<file path="src/rtl/sg_dma_pkg.sv">
// Shared types and constants for the scatter-gather disk DMA engine.
// Assumes a 3-bit register select and an 8-bit status byte.
package sg_dma_pkg;
    typedef enum logic [2:0] {
        ST_IDLE,
        ST_REQ_LO,
        ST_WAIT_LO,
        ST_REQ_HI,
        ST_WAIT_HI,
        ST_MOVE
    } dma_state_e;

    localparam logic [2:0] RA_CMD  = 3'd0;
    localparam logic [2:0] RA_STS  = 3'd1;
    localparam logic [2:0] RA_PTR  = 3'd2;
    localparam logic [2:0] RA_WPS0 = 3'd3;
    localparam logic [2:0] RA_WPS1 = 3'd4;
    localparam logic [2:0] RA_SECS = 3'd5;

    localparam int CMD_GO  = 0;
    localparam int CMD_DIR = 3;
    localparam int CMD_DRV = 4;

    localparam int STS_ACT = 0;
    localparam int STS_ERR = 1;
    localparam int STS_IRQ = 2;
endpackage

</file>
<file path="src/rtl/sg_dma_regs.sv">
// Register file of the DMA engine: command decode, status flags with
// write-one-to-clear, table pointer, per-drive sector sizes and sector count.
// Assumes set requests from the controller take priority over software clears.
module sg_dma_regs
    import sg_dma_pkg::*;
#(
    parameter int AW      = 32,
    parameter int WPS_W   = 16,
    parameter int SEC_W   = 16,
    parameter int WPS_RST = 256
) (
    input  logic             clk,
    input  logic             rst_n,
    input  logic             reg_we,
    input  logic [2:0]       reg_addr,
    input  logic [AW-1:0]    reg_wdata,
    input  logic             active_i,
    input  logic             set_err_i,
    input  logic             set_irq_i,
    output logic             launch_o,
    output logic             stop_o,
    output logic             dir_o,
    output logic [AW-1:0]    tbl_ptr_o,
    output logic [WPS_W-1:0] wps_o,
    output logic [SEC_W-1:0] secs_o,
    output logic [7:0]       status_o
);
    logic             cmd_wr, sts_wr;
    logic             dir_q, err_q, irq_q;
    logic [1:0]       cap_q;
    logic [WPS_W-1:0] wps0_q, wps1_q;

    // Decode command writes into launch and stop requests.
    always_comb begin
        cmd_wr   = reg_we && (reg_addr == RA_CMD);
        sts_wr   = reg_we && (reg_addr == RA_STS);
        launch_o = cmd_wr && reg_wdata[CMD_GO] && !active_i;
        stop_o   = cmd_wr && !reg_wdata[CMD_GO] && active_i;
        wps_o    = reg_wdata[CMD_DRV] ? wps1_q : wps0_q;
        dir_o    = dir_q;
        status_o = {1'b0, cap_q, 2'b00, irq_q, err_q, active_i};
    end

    // Configuration registers; direction only changes while idle.
    always_ff @(posedge clk) begin
        if (!rst_n) begin
            dir_q     <= 1'b0;
            tbl_ptr_o <= '0;
            wps0_q    <= WPS_W'(WPS_RST);
            wps1_q    <= WPS_W'(WPS_RST);
            secs_o    <= '0;
            cap_q     <= 2'b00;
        end else begin
            if (cmd_wr && !active_i) dir_q <= reg_wdata[CMD_DIR];
            if (reg_we && reg_addr == RA_PTR)  tbl_ptr_o <= reg_wdata;
            if (reg_we && reg_addr == RA_WPS0) wps0_q <= reg_wdata[WPS_W-1:0];
            if (reg_we && reg_addr == RA_WPS1) wps1_q <= reg_wdata[WPS_W-1:0];
            if (reg_we && reg_addr == RA_SECS) secs_o <= reg_wdata[SEC_W-1:0];
            if (sts_wr) cap_q <= reg_wdata[6:5];
        end
    end

    // Error and interrupt flags: hardware set wins over a software clear.
    always_ff @(posedge clk) begin
        if (!rst_n) begin
            err_q <= 1'b0;
            irq_q <= 1'b0;
        end else begin
            if (set_err_i) err_q <= 1'b1;
            else if (sts_wr && reg_wdata[STS_ERR]) err_q <= 1'b0;
            if (set_irq_i) irq_q <= 1'b1;
            else if (sts_wr && reg_wdata[STS_IRQ]) irq_q <= 1'b0;
        end
    end

    a_r10_irq_w1c: assert property (@(posedge clk) disable iff (!rst_n)
        sts_wr && reg_wdata[STS_IRQ] && !set_irq_i |=> !status_o[STS_IRQ]);
    a_r10_cap_flags: assert property (@(posedge clk) disable iff (!rst_n)
        sts_wr |=> status_o[6:5] == $past(reg_wdata[6:5]));
    a_r6_irq_when_idle: assert property (@(posedge clk) disable iff (!rst_n)
        $rose(irq_q) |-> !active_i);
endmodule

</file>
<file path="src/rtl/sg_dma_sectors.sv">
// Sector accounting: counts transferred words into sectors of a programmed
// size and reports when the requested number of sectors has been moved.
// Assumes a non-zero words-per-sector value is loaded at each launch.
module sg_dma_sectors #(
    parameter int WPS_W = 16,
    parameter int SEC_W = 16
) (
    input  logic             clk,
    input  logic             rst_n,
    input  logic             load_i,
    input  logic [WPS_W-1:0] wps_i,
    input  logic [SEC_W-1:0] secs_i,
    input  logic             word_stb_i,
    output logic             sec_zero_o
);
    logic [WPS_W-1:0] wps_q, word_q;
    logic [SEC_W-1:0] left_q;

    // Load at launch, then advance the word and sector counts per strobe.
    always_ff @(posedge clk) begin
        if (!rst_n) begin
            wps_q  <= '0;
            word_q <= '0;
            left_q <= '0;
        end else if (load_i) begin
            wps_q  <= wps_i;
            word_q <= '0;
            left_q <= secs_i;
        end else if (word_stb_i) begin
            if (word_q == wps_q - WPS_W'(1)) begin
                word_q <= '0;
                left_q <= left_q - SEC_W'(1);
            end else begin
                word_q <= word_q + WPS_W'(1);
            end
        end
    end

    // Zero-sector flag used by the controller for gating and completion.
    always_comb sec_zero_o = (left_q == '0);

    a_r5_no_word_past_end: assert property (@(posedge clk) disable iff (!rst_n)
        word_stb_i |-> left_q != '0);
    a_r5_word_in_sector: assert property (@(posedge clk) disable iff (!rst_n)
        (wps_q != '0) |-> word_q < wps_q);
endmodule

</file>
<file path="src/rtl/sg_dma_ctrl.sv">
// Descriptor fetch and byte-count controller. Reads two-word descriptors one
// at a time, issues one word strobe per device request, and decides between
// clean completion and error at the end of the table or the request.
// Assumes one memory response per granted request and even byte counts.
module sg_dma_ctrl
    import sg_dma_pkg::*;
#(
    parameter int AW    = 32,
    parameter int CNT_W = 16
) (
    input  logic          clk,
    input  logic          rst_n,
    input  logic          launch_i,
    input  logic          stop_i,
    input  logic [AW-1:0] tbl_ptr_i,
    input  logic          mem_gnt,
    input  logic          mem_rvalid,
    input  logic [AW-1:0] mem_rdata,
    input  logic          mem_rerr,
    input  logic          dev_req_i,
    input  logic          sec_zero_i,
    output logic          active_o,
    output logic          mem_req_o,
    output logic [AW-1:0] mem_addr_o,
    output logic          xfer_stb_o,
    output logic [AW-1:0] xfer_addr_o,
    output logic          set_err_o,
    output logic          set_irq_o
);
    localparam int BW = CNT_W + 1;
    localparam logic [BW-1:0]   FULL = {1'b1, {CNT_W{1'b0}}};
    localparam logic [BW-1:0]   TWO  = BW'(2);
    localparam logic [CNT_W+1:0] SPAN = {2'b01, {CNT_W{1'b0}}};

    dma_state_e    state_q;
    logic [AW-1:0] ptr_q;
    logic [BW-1:0] bytes_q;
    logic          eot_q;
    logic          desc_done, rd_err, crosses;
    logic [CNT_W+1:0] end_off;

    // Output decode and end-of-descriptor / error decisions.
    always_comb begin
        active_o    = (state_q != ST_IDLE);
        mem_req_o   = (state_q == ST_REQ_LO) || (state_q == ST_REQ_HI);
        mem_addr_o  = (state_q == ST_REQ_HI) ? ptr_q + AW'(4) : ptr_q;
        desc_done   = (state_q == ST_MOVE) && (bytes_q == '0);
        xfer_stb_o  = (state_q == ST_MOVE) && (bytes_q != '0) && !sec_zero_i && dev_req_i;
        end_off     = {2'b00, mem_rdata[CNT_W-1:0]} + {1'b0, bytes_q};
        crosses     = end_off > SPAN;
        rd_err      = ((state_q == ST_WAIT_LO) || (state_q == ST_WAIT_HI)) && mem_rvalid && mem_rerr;
        set_irq_o   = !stop_i && desc_done && eot_q && sec_zero_i;
        set_err_o   = !stop_i && (rd_err
                    || ((state_q == ST_WAIT_HI) && mem_rvalid && !mem_rerr && crosses)
                    || ((state_q == ST_MOVE) && (bytes_q != '0) && sec_zero_i)
                    || (desc_done && eot_q && !sec_zero_i));
    end

    // Sequencer: fetch word 0, fetch word 1, move bytes, repeat or finish.
    always_ff @(posedge clk) begin
        if (!rst_n) begin
            state_q     <= ST_IDLE;
            ptr_q       <= '0;
            bytes_q     <= '0;
            eot_q       <= 1'b0;
            xfer_addr_o <= '0;
        end else if (stop_i) begin
            state_q <= ST_IDLE;
        end else begin
            case (state_q)
                ST_IDLE: if (launch_i) begin
                    state_q <= ST_REQ_LO;
                    ptr_q   <= tbl_ptr_i;
                end
                ST_REQ_LO: if (mem_gnt) state_q <= ST_WAIT_LO;
                ST_WAIT_LO: if (mem_rvalid) begin
                    if (mem_rerr) state_q <= ST_IDLE;
                    else begin
                        bytes_q <= (mem_rdata[CNT_W-1:0] == '0) ? FULL
                                                                : {1'b0, mem_rdata[CNT_W-1:0]};
                        eot_q   <= mem_rdata[AW-1];
                        state_q <= ST_REQ_HI;
                    end
                end
                ST_REQ_HI: if (mem_gnt) state_q <= ST_WAIT_HI;
                ST_WAIT_HI: if (mem_rvalid) begin
                    if (mem_rerr || crosses) state_q <= ST_IDLE;
                    else begin
                        xfer_addr_o <= mem_rdata;
                        state_q     <= ST_MOVE;
                    end
                end
                ST_MOVE: begin
                    if (bytes_q == '0) begin
                        if (eot_q) state_q <= ST_IDLE;
                        else begin
                            ptr_q   <= ptr_q + AW'(8);
                            state_q <= ST_REQ_LO;
                        end
                    end else if (sec_zero_i) begin
                        state_q <= ST_IDLE;
                    end else if (dev_req_i) begin
                        xfer_addr_o <= xfer_addr_o + AW'(2);
                        bytes_q     <= (bytes_q >= TWO) ? bytes_q - TWO : '0;
                    end
                end
                default: state_q <= ST_IDLE;
            endcase
        end
    end

    a_r2_req_held: assert property (@(posedge clk) disable iff (!rst_n)
        mem_req_o && !mem_gnt && !stop_i |=> mem_req_o && $stable(mem_addr_o));
    a_r4_addr_step: assert property (@(posedge clk) disable iff (!rst_n)
        xfer_stb_o && (bytes_q > TWO) && !stop_i |=> xfer_addr_o == $past(xfer_addr_o) + AW'(2));
    a_r3_count_range: assert property (@(posedge clk) disable iff (!rst_n)
        (state_q == ST_MOVE) |-> bytes_q <= FULL);
    a_r8_err_ends_run: assert property (@(posedge clk) disable iff (!rst_n)
        set_err_o |=> !active_o);
    a_r2_no_fetch_idle: assert property (@(posedge clk) disable iff (!rst_n)
        !active_o |-> !mem_req_o && !xfer_stb_o);
endmodule

</file>
<file path="src/rtl/sg_dma_engine.sv">
// Top of the scatter-gather disk DMA engine: wires the register file, the
// descriptor controller and the sector counter together.
// Assumes a single-outstanding descriptor read port and an external word mover.
module sg_dma_engine
    import sg_dma_pkg::*;
#(
    parameter int AW      = 32,
    parameter int CNT_W   = 16,
    parameter int WPS_W   = 16,
    parameter int SEC_W   = 16,
    parameter int WPS_RST = 256
) (
    input  logic          clk,
    input  logic          rst_n,
    input  logic          reg_we,
    input  logic [2:0]    reg_addr,
    input  logic [AW-1:0] reg_wdata,
    output logic [7:0]    status_o,
    output logic          mem_req,
    output logic [AW-1:0] mem_addr,
    input  logic          mem_gnt,
    input  logic          mem_rvalid,
    input  logic [AW-1:0] mem_rdata,
    input  logic          mem_rerr,
    input  logic          dev_req,
    output logic          xfer_stb,
    output logic [AW-1:0] xfer_addr,
    output logic          xfer_to_mem
);
    logic             launch, stop, active, set_err, set_irq, sec_zero;
    logic [AW-1:0]    tbl_ptr;
    logic [WPS_W-1:0] wps;
    logic [SEC_W-1:0] secs;

    sg_dma_regs #(.AW(AW), .WPS_W(WPS_W), .SEC_W(SEC_W), .WPS_RST(WPS_RST)) u_regs (
        .clk(clk), .rst_n(rst_n), .reg_we(reg_we), .reg_addr(reg_addr),
        .reg_wdata(reg_wdata), .active_i(active), .set_err_i(set_err),
        .set_irq_i(set_irq), .launch_o(launch), .stop_o(stop), .dir_o(xfer_to_mem),
        .tbl_ptr_o(tbl_ptr), .wps_o(wps), .secs_o(secs), .status_o(status_o)
    );

    sg_dma_ctrl #(.AW(AW), .CNT_W(CNT_W)) u_ctrl (
        .clk(clk), .rst_n(rst_n), .launch_i(launch), .stop_i(stop),
        .tbl_ptr_i(tbl_ptr), .mem_gnt(mem_gnt), .mem_rvalid(mem_rvalid),
        .mem_rdata(mem_rdata), .mem_rerr(mem_rerr), .dev_req_i(dev_req),
        .sec_zero_i(sec_zero), .active_o(active), .mem_req_o(mem_req),
        .mem_addr_o(mem_addr), .xfer_stb_o(xfer_stb), .xfer_addr_o(xfer_addr),
        .set_err_o(set_err), .set_irq_o(set_irq)
    );

    sg_dma_sectors #(.WPS_W(WPS_W), .SEC_W(SEC_W)) u_sect (
        .clk(clk), .rst_n(rst_n), .load_i(launch), .wps_i(wps), .secs_i(secs),
        .word_stb_i(xfer_stb), .sec_zero_o(sec_zero)
    );

    a_r7_single_outcome: assert property (@(posedge clk) disable iff (!rst_n)
        !(set_err && set_irq));
    a_r11_stop_quiet: assert property (@(posedge clk) disable iff (!rst_n)
        stop |=> !active && !$rose(status_o[STS_IRQ]));
endmodule

</file>
<file path="config.mk">
export PLATFORM = sky130hd
export DESIGN_NAME = sg_dma_engine
export DESIGN_NICKNAME = d
export VERILOG_FILES = /design/src/rtl/sg_dma_pkg.sv /design/src/rtl/sg_dma_regs.sv /design/src/rtl/sg_dma_sectors.sv /design/src/rtl/sg_dma_ctrl.sv /design/src/rtl/sg_dma_engine.sv
export SDC_FILE = /design/constraint.sdc
export NUM_CORES = 1
export LEC_CHECK = 0
export ABC_AREA = 1
export BUFFER_PORTS_ARGS = -buffer_cell sky130_fd_sc_hd__buf_4
export CELL_PAD_IN_SITES_DETAIL_PLACEMENT = 0
export CELL_PAD_IN_SITES_GLOBAL_PLACEMENT = 1
export CORE_AREA = 5 5 219 221
export CTS_CLUSTER_DIAMETER = 50
export DETAILED_ROUTE_END_ITERATION = 7
export DIE_AREA = 0 0 224 226
export PLACE_DENSITY = 0.7
export SYNTH_ARGS = -nofsm -noshare
export SYNTH_HDL_FRONTEND = slang
export SYNTH_HIERARCHICAL = 1
export SYNTH_SLANG_ARGS = --single-unit
</file>
<file path="constraint.sdc">
create_clock -name clk -period 7.6 [get_ports clk]
set_input_delay 0.76 -clock clk [delete_from_list [all_inputs] [get_ports clk]]
set_output_delay 0.76 -clock clk [all_outputs]
set_load 0.02 [all_outputs]
</file>
# Word level (Yosys, flattened, before mapping)
# Cells that the tools add are included.
dict set report classes {
  n_mux 39
  reduce_logical 62
  n_addsub 8
  bitwise_logic 3
  n_eq_ne 24
  order_cmp 2
}
# cell n
set op_table {}
lappend op_table {{32-bit two-way mux} 9}
lappend op_table {{32-bit one-hot mux with 2 select lines} 2}
lappend op_table {{17-bit two-way mux} 7}
lappend op_table {{16-bit two-way mux} 5}
lappend op_table {{17-bit one-hot mux with 2 select lines} 1}
lappend op_table {{32-bit by 2-bit adder with 32-bit output (second input constant)} 1}
lappend op_table {{32-bit by 3-bit adder with 32-bit output (second input constant)} 1}
lappend op_table {{32-bit by 4-bit adder with 32-bit output (second input constant)} 1}
lappend op_table {{16-bit zero test} 2}
lappend op_table {{16-bit by 1-bit subtractor with 16-bit output (second input constant)} 2}
lappend op_table {{1-bit logical AND} 29}
lappend op_table {{3-bit two-way mux} 8}
lappend op_table {{2-bit inequality test (second input constant)} 12}
lappend op_table {{16-bit by 17-bit adder with 18-bit output} 1}
lappend op_table {{18-bit by 17-bit > comparator with 1-bit output (second input constant)} 1}
lappend op_table {{3-bit one-hot mux with 6 select lines} 1}
lappend op_table {{17-bit by 2-bit >= comparator with 1-bit output (second input constant)} 1}
lappend op_table {{17-bit zero test} 1}
lappend op_table {{17-bit nonzero test} 1}
lappend op_table {{17-bit by 2-bit subtractor with 17-bit output (second input constant)} 1}
lappend op_table {{16-bit by 1-bit adder with 16-bit output (second input constant)} 1}
lappend op_table {{16-bit == test} 1}
lappend op_table {{7-bit AND reduction} 2}
lappend op_table {{2-bit nonzero test} 7}
lappend op_table {{other kinds (16)} 40}
dict set report word_totals {
  out_inout_bits 75
  inputBits 74
  regBits 218
  wordCells 154
}

# Depth between registers and ports, before layout
# Gate-level depths: netlist of the first run.
dict set report depth {
  depth_word 9
  depth_mapped 23
  depth_no_buf 22
}

# Cells and area by module
# The synthesis of the first run kept the hierarchy.
# module cells_per_inst instances area_per_inst_um2 seq_area_each_um2
set by_module_without_submodules {}
lappend by_module_without_submodules {sg_dma_ctrl 1188 1 7273.2 1701.6}
lappend by_module_without_submodules {sg_dma_regs 466 1 3328.2 1701.6}
lappend by_module_without_submodules {sg_dma_sectors 488 1 2994.1 960.9}

# Worst setup path before layout of the first run
# Ideal clock, no wire load.
dict set report synth_path {
  path_type {reg-to-reg}
  startpoint {register u_sect.left_q[0]}
  endpoint {register u_sect.word_q[14]}
  n_path_buf 1
  stages_incl_launch_ff 24
  required_time_ns 7.489
  arrival_time_ns 2.975
  period_less_slack_ns 3.086
  setup_time_ns 0.111
  path_slack_ns 4.514
  path_cell_list {dfxtp_1 > inv_1 > ha_1 > inv_1 > nor3_1 > nand2_1 > nor2_1 > nand3_1 > inv_1 > nand2_1 > nor3_1 > inv_1 > nand2_1 > nor2_1 > buf_2 > nand3_1 > or2_2 > nor2_1 > nand2_1 > nor2_1 > nand3_1 > xnor2_1 > nand3_1 > inv_1}
}
dict set report synth_via {
  elab_chain_cells 4
}
# element line
set synth_rtl {}
lappend synth_rtl {{from (decl)} sg_dma_sectors.sv:17} ;# logic [SEC_W-1:0] left_q;
lappend synth_rtl {{from (signal assigned)} sg_dma_sectors.sv:28} ;# left_q <= secs_i;
lappend synth_rtl {{from (signal assigned)} sg_dma_sectors.sv:32} ;# left_q <= left_q - SEC_W'(1);
lappend synth_rtl {{16-bit zero test} sg_dma_sectors.sv:40} ;# always_comb sec_zero_o = (left_q == '0);
lappend synth_rtl {{via sec_zero} sg_dma_engine.sv:30} ;# logic launch, stop, active, set_err, set_irq, sec_zero;
lappend synth_rtl {{1-bit zero test} sg_dma_ctrl.sv:48} ;# xfer_stb_o = (state_q == ST_MOVE) && (bytes_q != '0) && !sec_zero_i && dev_req_i;
lappend synth_rtl {{1-bit logical AND (2 in a row)} sg_dma_ctrl.sv:48}
lappend synth_rtl {{via xfer_stb} sg_dma_engine.sv:26} ;# output logic xfer_stb,
lappend synth_rtl {{to (signal assigned)} sg_dma_sectors.sv:34} ;# word_q <= word_q + WPS_W'(1);
lappend synth_rtl {{to (decl)} sg_dma_sectors.sv:16} ;# logic [WPS_W-1:0] wps_q, word_q;
# The timed path passes the listed nets, and every way through them passes these cells.
# A chain may end at the register's enable or synchronous reset.

# Final worst setup path of the first run
dict set report layout_path {
  startpoint {register u_ctrl.ptr_q[4]}
  endpoint {output mem_addr[31]}
}
dict set report layout_via {
  elab_chain_cells 2
}
# element line
set layout_rtl {}
lappend layout_rtl {{from (decl)} sg_dma_ctrl.sv:36} ;# logic [AW-1:0] ptr_q;
lappend layout_rtl {{from (signal assigned)} sg_dma_ctrl.sv:73} ;# ptr_q <= tbl_ptr_i;
lappend layout_rtl {{from (signal assigned)} sg_dma_ctrl.sv:97} ;# ptr_q <= ptr_q + AW'(8);
lappend layout_rtl {{32-bit by 3-bit adder with 32-bit output} sg_dma_ctrl.sv:46} ;# mem_addr_o = (state_q == ST_REQ_HI) ? ptr_q + AW'(4) : ptr_q;
lappend layout_rtl {{32-bit two-way mux} sg_dma_ctrl.sv:46}
lappend layout_rtl {{to (decl)} sg_dma_engine.sv:20} ;# output logic [AW-1:0] mem_addr,
# Every way passes these cells.

==> results of run 1 <==
-- state kept, by name, indices dropped and copies added (netlist names), 2 cells and up --
signal              cells
u_regs/tbl_ptr_o       32
u_ctrl/state_q          3
u_regs/cap_q            2
u_sect/left_q          16
u_sect/word_q          16
u_regs/wps0_q          16
u_regs/wps1_q          16
u_regs/secs_o          16
u_ctrl/xfer_addr_o     32
u_ctrl/bytes_q         17
u_ctrl/ptr_q           32
u_sect/wps_q           16
-- layout make-up --
class | instances | share of cell area
Multi-Input combinational cell | 1588 | 0.4817
Sequential cell | 218 | 0.2665
Timing Repair Buffer | 155 | 0.07105
Clock buffer | 43 | 0.06104
Inverter | 246 | 0.05638
Tap cell | 607 | 0.04637
Clock inverter | 22 | 0.01696
-- layer usage --
layer,vias up,GRT usage
li1,7096,-
met3,60,0.02574
met5,-,0
met1,6275,0.2521
met4,0,0.03735
met2,312,0.2552
-- power by group --
part | switching (W) | internal [W] | leakage, nW
sequential | 0.000113 | 0.00124 | 1.77
combinational | 0.000756 | 0.000425 | 5.11
clock | 0.000637 | 0.00109 | 0.620
total | 0.00151 | 0.00276 | 7.49
-- worst reg2reg max path: stages (launching register included) --
cell	delay, ns
dfxtp_1	0.36
nor2_1	0.13
inv_1	0.06
nor2_1	0.17
inv_1	0.18
inv_1	0.15
nand2_1	0.09
nor2_2	0.08
buf_4	0.29
nand3_1	0.28
o41ai_2	0.10
nand2_1	0.44
inv_2	0.68
o21ai_0	0.27
o21ai_0	0.20
a21oi_1	0.05
-- synth_stat cells (7+ instances only) --
| library cell | number |
|---|---|
| nand2_1 | 502 |
| nor2_1 | 357 |
| inv_1 | 231 |
| dfxtp_1 | 218 |
| o21ai_0 | 192 |
| nand3_1 | 121 |
| a21oi_1 | 95 |
| xor2_1 | 64 |
| clkbuf_1 | 46 |
| nor3_1 | 30 |
| nand4_1 | 26 |
| buf_2 | 25 |
| a31oi_1 | 23 |
| ha_1 | 23 |
| xnor2_1 | 16 |
| nand3b_1 | 15 |
| buf_4 | 14 |
| inv_2 | 13 |
| nand2_2 | 12 |
| nor2_2 | 11 |
| nor4_1 | 8 |
| nor3_2 | 7 |
| o211ai_1 | 7 |
-- how the worst max path moves through the flow --
| stage | startpoint | to | slack [ns] | cells after the start |
|---|---|---|---|---|
| final | u_ctrl/ptr_q[4] | mem_addr[31] | 3.87 | 12 |
| after global routing | u_ctrl/state_q[1] | u_ctrl/ptr_q[20] | 3.40 | 15 |
| after CTS | u_ctrl/ptr_q[4] | mem_addr[31] | 3.82 | 12 |
| after detailed placement | reg_addr[0] | u_ctrl/ptr_q[6] | 3.79 | 13 |
| after global placement | reg_addr[0] | u_ctrl/ptr_q[12] | 3.82 | 14 |
| after floorplan | u_sect/left_q[0] | u_sect/word_q[14] | 4.51 | 23 |
-- kinds of logic after synthesis --
kind of cell | Yosys count
fa+ha+maj | 24
flops | 218
compound gates | 352
mux | 8
xor+xnor | 80
other cells | 1
buf+inv | 338
simple gates | 1121
-- through the flow --
step                      worst slack (ns)    util  hold WS, ns  cell area, um2
final                                3.873  0.3563       0.4644           16380
after detailed placement             3.794  0.3285       0.4566           15100
after CTS                            3.822  0.3563       0.4519           16380
after global placement               3.817  0.3285       0.4502           15100
after global routing                 3.399  0.3563       0.4796           16380
after floorplan                      4.514       -       0.4250           13600
==> results.toml, run 1 <==
[status]
run_status = "complete, no violations"

[layout]
layout.filler_cells = 5101
area_delta_synth_final_pct = 20.46
post_layout_nonfiller_instances = 2879
seqCellArea_um2 = 4364
area_of_the_multi_input_gates_um2 = 7889
antennaDiodeCount = 0
layout.cells.most_common = "nand2_1"
nets = 2344
drive_gt1_frac = 0.1312
layout.cells.most_common_list = "nand2_1 (502), nor2_1 (355), inv_1 (231)"

[synthesis]
yosys_register_bits = 218
synth-async-reset-ratio = 0
synth_simple_gate_area_frac = 0.3563
ys.warnings.count = 6
post_synth_mux_area_share = 0.006166
synth-main-ff-cell = "dfxtp_1"
synth.yosys.seq_area_share = 0.3210
synthCells = 2142
synth_enable_flop_cells = 0
synth_top_family_by_area = "simple AND/OR/NAND/NOR gates"
synth_compound_area_frac = 0.1415
yosysTopAreaCellShare = 0.3210
post-synth-top-area-cell = "dfxtp_1"
synthTopCellsByArea = "dfxtp_1 (32%), nand2_1 (14%), nor2_1 (9.9%), o21ai_0 (7.1%), inv_1 (6.4%)"
mappedNetlistArea_um2 = 13600
post_synth_xor_area_fraction = 0.05154
post_synth_fa_ha_maj_area_fraction = 0.02264
synth.avg_cell_area_um2 = 6.347
yosysUniqueCellTypes = 58

[timing]
tightest_slew_ns = 1.225
finalSetupViolCount = 0
clock_period_minus_final_worst_setup_slack_ns = 3.727
timing.max_slew.rel_slack = 0.1809
setup-tns-final_ns = 0
report.final.hold_viol_count = 0
finalMaxSlewViolations = 0
grt_setup_unrepaired = "false"
fmaxAchievable_mhz = 268.3
post-route-period-util = 0.4904
finClkSkew_ns = 0.02200

[power]
peak_vdd_ir_uv = 134.1
post_route_total_power_w = 0.004264
power_density_nw_per_um2 = 260.4
total_leakage_power_nw = 7.493

[cts]
cts_buffer_depth = 3
cts_sinks = 218
htree_levels = 2
post_cts_hold_buffer_count = 0
clk-insertion-delay-late_ns = 0.54
cts-buffers-inserted = 37
tritoncts = "done"
post_cts_resize_count = 0
postCtsSetupRepairBufs = 0
root_buffer_cell = "clkbuf_16"
clkSlewWorstSetupHoldPaths_ns = 0.05

[placement]
port_buffers = 145
hpwl_mm = 32.43
placed_cells = 2814
gpl.final_weighted_congestion = 0.8906

[detailed_routing]
drt-vias-per-instance = 4.774
routed.top_layer = "met4"
met2WireLength_mm = 18.70
first_pass_iters = 5
antenna_violating_nets_post_route = 0
num_vias = 13740
met1Wirelength_mm = 22.10
drt_first_iter_violations = 905
postRouteWirelength_mm = 43.97
detail_route.wl_per_cell_um = 15.27
route.detailed.drc = 0
wl_met3_mm = 2.426

[grt]
gr-total-overflow = 0
first_global_vias = 12780
grt_start_max_net_pins = 87
antenna_found_initial = 0
wire_length_of_the_first_global_routing_pass_mm = 69.72
groute.usage.overall = 0.1683

[floorplanning]
floorplan.die.width_um = 224
core.rowCount = 79
fp.dieH_um = 226
design.core.area_um2 = 45960
die-area_um2 = 50620
num_io_pins = 149
initial_core_util = 0.2958

[run]
drv.max_cap_violation_count = 0

[critical_path]
cpPeakStageDelay_ns = 0.41
worst_ep_arrival_time_ns = 2.97
crit_path_launch_type = "register"
r2r-end = "u_ctrl/ptr_q[20]"
cells_along_the_critical_path = "ha_1 -> nand3_2 -> inv_2 -> nand2_1 -> nor3_4 -> nand4_2 -> nor2_2 -> nand2_2 -> nor3_2 -> xor2_1 -> mux2_2 -> buf_4"
rr_startpoint = "u_ctrl/state_q[1]"
worstSetupEndpointType = "output port"
timing.critical_path.max_delay_family = "simple AND/OR/NAND/NOR gates"
timing.reg2reg.worst_path_depth = 15
regToRegSetupSlack_ns = 3.95
worstSetupPathType = "register to output port"
critical_path_data_required_time_ns = 6.84
crit_path_top_delay_cell = "dfxtp_1"
cp.buffers_inverters = 2
largest_fanout_on_the_critical_path = 4

[worst_hold_path]
min_delay_worst_endpoint = "u_regs/err_q"
hold_path_depth = 2
worst_hold_path_type = "register to register"
worstHoldStart = "u_regs/err_q"
Note: power is estimated with default switching activity, not from simulation.
==> inputs of run 2 (changes only) <==
--- a/config.mk
+++ b/config.mk
@@ -13,7 +13,7 @@
 export CTS_CLUSTER_DIAMETER = 50
 export DETAILED_ROUTE_END_ITERATION = 7
 export DIE_AREA = 0 0 224 226
-export PLACE_DENSITY = 0.7
+export PLACE_DENSITY = 0.72
 export SYNTH_ARGS = -nofsm -noshare
 export SYNTH_HDL_FRONTEND = slang
 export SYNTH_HIERARCHICAL = 1
==> constraint.sdc (replaced) <==
create_clock -name clk -period 3.26 [get_ports clk]
set_input_delay 0.326 -clock clk [delete_from_list [all_inputs] [get_ports clk]]
set_output_delay 0.326 -clock clk [all_outputs]
set_load 0.02 [all_outputs]
==> run 2 against run 1 <==
Non-clock buffer count grew 17. Count of clock-buffer cells in the layout is 1 lower. Highest routed layer unchanged. Critical path type unchanged. Clock skew is 0.0043 ns lower. Critical path depth is the same. Sequential power rose by 130%. Sequential share of layout area is 0.28 points lower. Cell area is 1.1% higher. Via count up 0.41%. Cell count rose by 0.59%. Critical endpoint unchanged.
==> results.toml, run 2 (synthesis gave the netlist of run 1 again) <==
[status]
run_status = "complete, no violations"

[detailed_routing]
first_pass_iters = 5
detail_route.wl_per_cell_um = 15.32
antenna_violating_nets_post_route = 0
drt-vias-per-instance = 4.765
postRouteWirelength_mm = 44.37
route.detailed.drc = 0
num_vias = 13800
drt_first_iter_violations = 999

[grt]
first_global_vias = 12860
gr-total-overflow = 0
groute.usage.overall = 0.1704
grt_start_max_net_pins = 68
wire_length_of_the_first_global_routing_pass_mm = 70.34
antenna_found_initial = 0

[placement]
pre_cts_ws_ns = 0.1091
gpl.final_weighted_congestion = 0.8681
port_buffers = 145
placed_cells = 2829
hpwl_mm = 32.66

[cts]
cts-buffers-inserted = 36
clk-insertion-delay-late_ns = 0.53
post_cts_hold_buffer_count = 0
htree_levels = 2
clkSlewWorstSetupHoldPaths_ns = 0.05
cts_buffer_depth = 3
tritoncts = "done"
cts_sinks = 218
root_buffer_cell = "clkbuf_16"

[critical_path]
worst_ep_arrival_time_ns = 2.75
crit_path_launch_type = "register"
critical-path-top-cell-by-count = "nor3_4"
regToRegSetupSlack_ns = 0.32
timing.reg2reg.worst_path_depth = 11
critical_path_data_required_time_ns = 2.93
cp-startpoint = "u_ctrl/ptr_q[4]"
setup.worst_path.end = "mem_addr[31]"
cells_along_the_critical_path = "ha_2 -> nand3_2 -> inv_2 -> nand2_1 -> nor3_4 -> nand4_4 -> nor2_4 -> nand2_2 -> nor3_4 -> xor2_1 -> mux2_2 -> buf_4"
largest_fanout_on_the_critical_path = 4
worstSetupPathType = "register to output port"
cpPeakStageDelay_ns = 0.37
r2r-end = "u_sect/left_q[14]"
crit_path_top_delay_cell = "dfxtp_2"
rr_startpoint = "u_ctrl/state_q[1]"
worstSetupEndpointType = "output port"

[timing]
report.final.hold_viol_count = 0
setup-tns-final_ns = 0
post-route-period-util = 0.9441
finClkSkew_ns = 0.01769
finalMaxSlewViolations = 0
worst_slack_ns = 0.1824
tightest_slew_ns = 1.008
finalSetupViolCount = 0
clock_period_minus_final_worst_setup_slack_ns = 3.078
fmaxAchievable_mhz = 324.9
timing.max_slew.rel_slack = 0.3253

[layout]
reg.largest.list = "u_ctrl/ptr_q x32, u_ctrl/xfer_addr_o x32, u_regs/tbl_ptr_o x32"
layout.filler_cells = 4948
seqCellArea_um2 = 4367
post_layout_nonfiller_instances = 2896
antennaDiodeCount = 0
final_core_util = 0.3603
layout.cells.most_common_list = "nand2_1 (501), nor2_1 (350), inv_1 (231)"
drive_gt1_frac = 0.1420
layout.cells.most_common = "nand2_1"
nets = 2360
area_delta_synth_final_pct = 21.81
area_of_the_multi_input_gates_um2 = 7953

[power]
total_leakage_power_nw = 7.604
peak_vdd_ir_uv = 346.9
power_density_nw_per_um2 = 601.3

[floorplanning]
design.core.area_um2 = 45960
die-area_um2 = 50620
initial_core_util = 0.2958
floorplan.die.width_um = 224
num_io_pins = 149
fp.dieH_um = 226
core.rowCount = 79

[worst_hold_path]
worst_hold_path_type = "input pin to register"

[run]
drv.max_cap_violation_count = 0
[run 2: cell types whose count changed in the layout (fill, tap and decap cells not counted), moves of 2 or more]
cell	delta
nor2_4	+2
nor3_1	-3
clkbuf_8	-2
dfxtp_1	-2
nor3_4	+2
dfxtp_2	+2
nor2_2	+3
nor2_1	-5
clkbuf_1	+2
inv_8	+2
clkinv_2	-2
buf_4	+16
[run 2: critical path: cells and delay by family (launching register included)]
family                     cells  cell delay [ns]
muxes                          1             0.29
xor gates and xnor gates       1             0.10
buffers and inverters          2             0.28
DFF                            1             0.37
adders and majority gates      1             0.22
and+or+nand+nor                7             0.98
[run 2: final cells by class]
type,count,area share
clock buffer,42,0.05765
clock inverter,23,0.01813
inverter,246,0.05576
multi-input combinational,1588,0.4802
sequential,218,0.2637
tap,607,0.04586
timing repair buffer,172,0.07872
[run 2: report_power, final]
group	internal, W	switching [W]	leakage (nW)
Sequential	0.00289	0.000263	1.77
Combinational	0.00101	0.00177	5.23
Clock	0.00254	0.00149	0.602
[run 2: worst min path at each step]
| stage | from | endpoint | slack [ns] | cells past startpoint |
|---|---|---|---|---|
| floorplan | u_regs/wps0_q[8] | u_regs/wps0_q[8] | 0.42 | 2 |
| global placement | u_regs/wps0_q[8] | u_regs/wps0_q[8] | 0.45 | 2 |
| detailed placement | u_regs/wps0_q[8] | u_regs/wps0_q[8] | 0.45 | 2 |
| CTS | reg_wdata[8] | u_regs/wps1_q[8] | 0.03 | 3 |
| global route | reg_wdata[19] | u_regs/tbl_ptr_o[19] | 0.05 | 3 |
| finish | reg_wdata[21] | u_regs/tbl_ptr_o[21] | 0.06 | 3 |
[run 2: stage by stage]
step,total power [W],hold WS [ns],cell area [um2]
3_3_place_gp,0.005936,0.4477,15220
5_1_grt,0.01057,0.05171,16560
2_1_floorplan,0.005136,0.4250,13600
3_5_place_dp,0.005972,0.4504,15220
6_report,0.009959,0.06312,16560
4_1_cts,0.01005,0.03138,16520
[run 2: what timing repair did]
item                       CTS  global route
setup endpoints to repair    2            17
setup buffers                1             1
pin swaps                    1             1
gates resized for setup      6            11
[run 2: layer usage]
layer / vias to the layer above / track usage / share of wire / wire length [um]
met5: - / 0 / 0 / 0
met4: 0 / 0.04407 / 0.020 / 869
met3: 53 / 0.02743 / 0.050 / 2238
met2: 305 / 0.2621 / 0.43 / 19170
met1: 6325 / 0.2487 / 0.50 / 22090
li1: 7117 / - / - / -
